### config.mk
export PLATFORM = sky130hd
export DESIGN_NAME = lvl_irq_ctrl
export DESIGN_NICKNAME = d
export VERILOG_FILES = /design/src/rtl/lic_pkg.sv /design/src/rtl/lic_sync.sv /design/src/rtl/lic_enable.sv /design/src/rtl/lic_regbus.sv /design/src/rtl/lvl_irq_ctrl.sv
export SDC_FILE = /design/constraint.sdc
export NUM_CORES = 1
export LEC_CHECK = 0
export BUFFER_PORTS_ARGS = -buffer_cell sky130_fd_sc_hd__buf_2
export CAP_MARGIN = 5
export CORE_ASPECT_RATIO = 1.25
export CORE_UTILIZATION = 58
export DETAILED_ROUTE_END_ITERATION = 8
export GPL_TIMING_DRIVEN = 0
export PLACE_DENSITY = 0.85
export SLEW_MARGIN = 20
export SYNTH_ARGS = -nofsm -noshare
export SYNTH_HDL_FRONTEND = slang
export SYNTH_SLANG_ARGS = --single-unit
### constraint.sdc
create_clock -name clk -period 2.8 [get_ports clk]
set_input_delay 0.56 -clock clk [delete_from_list [all_inputs] [get_ports clk]]
set_output_delay 0.56 -clock clk [all_outputs]
set_load 0.1 [all_outputs]
### src/rtl/lic_pkg.sv
package lic_pkg;
  parameter int unsigned N_SRC_DEF  = 32;
  parameter int unsigned ADDR_W_DEF = 12;
  parameter int unsigned DATA_W_DEF = 32;
  parameter int unsigned SYNC_DEPTH = 2;

  localparam logic [ADDR_W_DEF-1:0] OFF_MASKED = 'h0;
  localparam logic [ADDR_W_DEF-1:0] OFF_RAW    = 'h4;
  localparam logic [ADDR_W_DEF-1:0] OFF_EN_SET = 'h8;
  localparam logic [ADDR_W_DEF-1:0] OFF_EN_CLR = 'hC;

  typedef enum logic [2:0] {
    RS_MASKED,
    RS_RAW,
    RS_EN_SET,
    RS_EN_CLR,
    RS_NONE
  } reg_sel_e;
endpackage

### src/rtl/lic_sync.sv
module lic_sync #(
  parameter int unsigned W      = 32,
  parameter int unsigned STAGES = 2
) (
  input  logic         clk,
  input  logic         rst,
  input  logic [W-1:0] async_i,
  output logic [W-1:0] sync_o
);
  logic [W-1:0] stage_q [STAGES];

  genvar s;
  generate
    for (s = 0; s < STAGES; s++) begin : g_stage
      if (s == 0) begin : g_first
        always_ff @(posedge clk) begin
          if (rst) stage_q[0] <= '0;
          else     stage_q[0] <= async_i;
        end
      end else begin : g_next
        always_ff @(posedge clk) begin
          if (rst) stage_q[s] <= '0;
          else     stage_q[s] <= stage_q[s-1];
        end
      end
    end
  endgenerate

  assign sync_o = stage_q[STAGES-1];
endmodule

### src/rtl/lic_enable.sv
module lic_enable #(
  parameter int unsigned W = 32
) (
  input  logic         clk,
  input  logic         rst,
  input  logic         set_stb,
  input  logic         clr_stb,
  input  logic [W-1:0] bits_i,
  output logic [W-1:0] en_o
);
  logic [W-1:0] en_q;
  logic [W-1:0] set_v;
  logic [W-1:0] clr_v;

  always_comb begin
    set_v = set_stb ? bits_i : '0;
    clr_v = clr_stb ? bits_i : '0;
  end

  always_ff @(posedge clk) begin
    if (rst) en_q <= '0;
    else     en_q <= (en_q | set_v) & ~clr_v;
  end

  assign en_o = en_q;
endmodule

### src/rtl/lic_regbus.sv
module lic_regbus
  import lic_pkg::*;
#(
  parameter int unsigned N_SRC  = 32,
  parameter int unsigned ADDR_W = 12,
  parameter int unsigned DATA_W = 32
) (
  input  logic              clk,
  input  logic              rst,
  input  logic              sel_i,
  input  logic              wr_i,
  input  logic [ADDR_W-1:0] addr_i,
  input  logic [N_SRC-1:0]  raw_i,
  input  logic [N_SRC-1:0]  en_i,
  output logic              set_stb,
  output logic              clr_stb,
  output logic [DATA_W-1:0] rdata_o
);
  reg_sel_e     rsel;
  logic [N_SRC-1:0]  rd_word;
  logic [DATA_W-1:0] rd_wide;
  logic [DATA_W-1:0] rdata_q;

  always_comb begin
    unique case (addr_i)
      ADDR_W'(OFF_MASKED): rsel = RS_MASKED;
      ADDR_W'(OFF_RAW):    rsel = RS_RAW;
      ADDR_W'(OFF_EN_SET): rsel = RS_EN_SET;
      ADDR_W'(OFF_EN_CLR): rsel = RS_EN_CLR;
      default:             rsel = RS_NONE;
    endcase
  end

  assign set_stb = sel_i && wr_i && (rsel == RS_EN_SET);
  assign clr_stb = sel_i && wr_i && (rsel == RS_EN_CLR);

  always_comb begin
    case (rsel)
      RS_MASKED:           rd_word = raw_i & en_i;
      RS_RAW:              rd_word = raw_i;
      RS_EN_SET, RS_EN_CLR: rd_word = en_i;
      default:             rd_word = '0;
    endcase
    rd_wide = '0;
    rd_wide[N_SRC-1:0] = rd_word;
  end

  always_ff @(posedge clk) begin
    if (rst)                rdata_q <= '0;
    else if (sel_i && !wr_i) rdata_q <= rd_wide;
  end

  assign rdata_o = rdata_q;
endmodule

### src/rtl/lvl_irq_ctrl.sv
module lvl_irq_ctrl
  import lic_pkg::*;
#(
  parameter int unsigned N_SRC  = N_SRC_DEF,
  parameter int unsigned ADDR_W = ADDR_W_DEF,
  parameter int unsigned DATA_W = DATA_W_DEF
) (
  input  logic              clk,
  input  logic              rst,
  input  logic [N_SRC-1:0]  src_i,
  input  logic              sel_i,
  input  logic              wr_i,
  input  logic [ADDR_W-1:0] addr_i,
  input  logic [DATA_W-1:0] wdata_i,
  output logic [DATA_W-1:0] rdata_o,
  output logic              irq_o
);
  logic [N_SRC-1:0] raw_lvl;
  logic [N_SRC-1:0] en_q;
  logic             set_stb;
  logic             clr_stb;
  logic             irq_q;

  lic_sync #(.W(N_SRC), .STAGES(SYNC_DEPTH)) u_sync (
    .clk     (clk),
    .rst     (rst),
    .async_i (src_i),
    .sync_o  (raw_lvl)
  );

  lic_enable #(.W(N_SRC)) u_en (
    .clk     (clk),
    .rst     (rst),
    .set_stb (set_stb),
    .clr_stb (clr_stb),
    .bits_i  (wdata_i[N_SRC-1:0]),
    .en_o    (en_q)
  );

  lic_regbus #(.N_SRC(N_SRC), .ADDR_W(ADDR_W), .DATA_W(DATA_W)) u_bus (
    .clk     (clk),
    .rst     (rst),
    .sel_i   (sel_i),
    .wr_i    (wr_i),
    .addr_i  (addr_i),
    .raw_i   (raw_lvl),
    .en_i    (en_q),
    .set_stb (set_stb),
    .clr_stb (clr_stb),
    .rdata_o (rdata_o)
  );

  always_ff @(posedge clk) begin
    if (rst) irq_q <= 1'b0;
    else     irq_q <= |(raw_lvl & en_q);
  end

  assign irq_o = irq_q;
endmodule

==> results by group <==
Status
  – Outcome: finished clean

Critical path
  – Buf/Inv on CP: 1
  – CP startpoint kind: flip-flop
  – Crit-path slowest cell: buf_2
  – Data required time of the critical path: around 2.2 ns
  – CP Cell Sequence: buf_2
  – CP max FO: 2
  – R2r setup slk: 1.49 ns
  – Critical path capture point type: output port
  – CP Class: reg -> out
  – Crit path largest cell delay: around 0.45 ns
  – Crit path DAT: 1.35 ns
  – CP top delay family: buffers and inverters

Job
  – Max cap viols: 0

Route
  – WL/cell: approximately 18 µm
  – Drt pass-1 iters: 6
  – DR vias/cell: 5.92
  – DRT iter0 DRCs: 307
  – Post-Route WL: between 10 and 15 mm
  – Routed vias: between 4000 and 5000
  – Drt drc: 0
  – Routed Antenna Nets: 0

Yosys
  – Cell area after synthesis: 5010 µm²
  – Post-synth top area share: between 50% and 60%
  – Post-Syn Instances: 462
  – Seq/Total Area, Yosys: 51.5%
  – Leading post-synthesis cells by cell area: dfxtp_1, nor2b_1, mux2i_1
  – Ys Warns: 0
  – Synthesized area per cell: 10.9 µm²
  – Post-synth cell types: 25
  – Net count of the mapped netlist: 542
  – Leading area contributor after synthesis: dfxtp_1
  – Seq cells post-synth: ~130

Layout
  – Design Area, Final: between 6000 and 7000 µm²
  – Syn-to-layout area delta: 25.4%
  – Nets: 673
  – Multi-input logic area: around 2200 µm²
  – Non-Filler Instances: 703
  – Share of cells above drive strength 1: 29.9%
  – Register area: 2580 µm²
  – Filler instances: 552
  – N_diodes: 0
  – Fin util: 75.9%

Timing
  – Final min period: between 1.5 and 2 ns
  – Fmax: 525 MHz
  – Setup_tns: 0 ns
  – RSZ-0062 raised after global routing: false
  – Clock Skew: 0.00719 ns
  – Endpoints failing hold: 0
  – Max-slew headroom: 54.5%
  – Worst Tran Pin Value: ~0.7 ns
  – Final period util: 68.1%
  – Pins Over Slew Limit: 0
  – Final Setup Violations: 0

CTS
  – CTS max path bufs: 2
  – H-Tree Depth: 4
  – Clk sinks: 129
  – Worst skew pair latency: 0.52 ns
  – Hold-fix buffers, CTS: 0
  – CTS root buffer: clkbuf_8
  – Post-cts resize count: 0
  – Worst-path clk slew: roughly 0.06 ns
  – Post-CTS Setup Bufs: 0
  – CTS tree: done
  – Num CTS Buffers: 17

Placement
  – Placed insts: 671
  – IO buf count: 112
  – Placer Congestion: roughly 0.88
  – Detail Placement HPWL: 9.20 mm
  – DP Area: 5700 µm²

Worst hold path
  – HP Class: in -> reg

Floorplanning
  – Core ar.: about 8300 µm²
  – Row count: 37
  – Die width: roughly 85 µm
  – Initial core utilization: 60.5%
  – Die Area: 9020 µm²
  – Chip height: 106 µm
  – Boundary pin count: 113

GRT
  – Total gr overflow: 0
  – Antenna violations before repair: 0
  – Vias in the first global route: 4060
  – First-pass GRT wire length: 20.3 mm
  – Total Routing Usage GR: a little under a third
  – Largest net degree at the start of global routing: 17

Power
  – Cell area power density: 684 nW/µm²
  – Total power: 0.00430 W
  – Worst-case vdd ir drop: 0.823 mV
  – LEAKAGE: 2.80 nW
## synthesized netlist by cell type
| library cell | count |
|---|---|
| o2bb2ai_2 | 10 |
| or2_1 | 1 |
| o2bb2ai_1 | 22 |
| buf_4 | 1 |
| inv_2 | 1 |
| buf_6 | 9 |
| dfxtp_1 | 129 |
| nor2b_1 | 65 |
| buf_1 | 5 |
| nand4_2 | 10 |
| nand2_1 | 32 |
| nor2_1 | 1 |
| nor3b_1 | 1 |
| mux2i_1 | 32 |
| and4_1 | 32 |
| buf_2 | 3 |
| o22ai_1 | 32 |
| nand4_4 | 1 |
| inv_1 | 1 |
| nand4_1 | 26 |
| nor4_4 | 2 |
| o41a_1 | 1 |
| a22oi_1 | 16 |
| a21oi_1 | 1 |
| clkbuf_1 | 28 |
## through the flow
| step | hold slack, ns | setup slack, ns |
|---|---|---|
| after floorplan | 0.414 | 1.20 |
| after global placement | 0.424 | 0.872 |
| after detailed placement | 0.427 | 0.829 |
| after CTS | 0.229 | 0.872 |
| after global routing | 0.229 | 0.851 |
| final | 0.245 | 0.894 |
## worst paths after layout
check / from / end / cells past startpoint
worst max-delay path: u_bus.rdata_o[28]$_SDFFE_PP0P_ / rdata_o[28] / 1
worst min-delay path: src_i[17] / u_sync.stage_q[0][17]$_SDFF_PP0_ / 2
worst max register to register: u_en.en_o[18]$_SDFF_PP0_ / irq_o$_SDFF_PP0_ / 3
worst min register to register: u_sync.stage_q[0][31]$_SDFF_PP0_ / u_sync.stage_q[1][31]$_SDFF_PP0_ / 1
## sequential cells by signal, indices dropped and copies added (netlist names)
name	cells
irq_o	1
u_bus.rdata_o	32
u_en.en_o	32
u_sync.stage_q	64
## kinds of logic (layout without fill, tap and decap cells)
logic type,after synthesis,in the layout,share of synthesized area (%)
AND/OR/NAND/NOR,171,171,23.5
flip-flops,129,129,51.5
AO/OA/AOI/OAI,82,82,13.6
buffers and inverters,48,192,5.09
multiplexers,32,32,6.39
## power breakdown
part,internal [W],leakage [nW],switching [W]
Combinational,0.0000985,1.46,0.000134
Sequential,0.00188,1.05,0.0000200
Clock,0.00137,0.294,0.000794
## area by class of cell
cell class,instances,area share (%)
tap,97,1.93
clock inverter,14,2.59
multi-input combinational,285,34.6
buffer,46,3.94
clock buffer,18,6.81
sequential,129,41.1
inverter,2,0.119
timing repair buffer,112,8.92
## placed cells by master (no fill, tap or decap), types with 9 or more instances in the layout
cell type,Yosys,final
and4_1,32,32
nand4_1,26,26
o2bb2ai_1,22,22
nor2b_1,65,65
clkbuf_16,0,16
buf_6,9,9
o2bb2ai_2,10,10
clkbuf_1,28,28
o22ai_1,32,32
dfxtp_1,129,129
nand4_2,10,10
a22oi_1,16,16
nand2_1,32,32
mux2i_1,32,32
buf_2,3,115
## layer usage
metal,global-route usage (%),share of wire [%],wire length (µm),up-vias
li1,-,-,-,1973
met4,16.1,3.7,477,0
met2,51.8,50,6440,209
met1,33.9,40,5140,1935
met3,7.92,6.3,806,45
met5,0,0,0,-
Note: power is estimated with default switching activity, not from simulation.
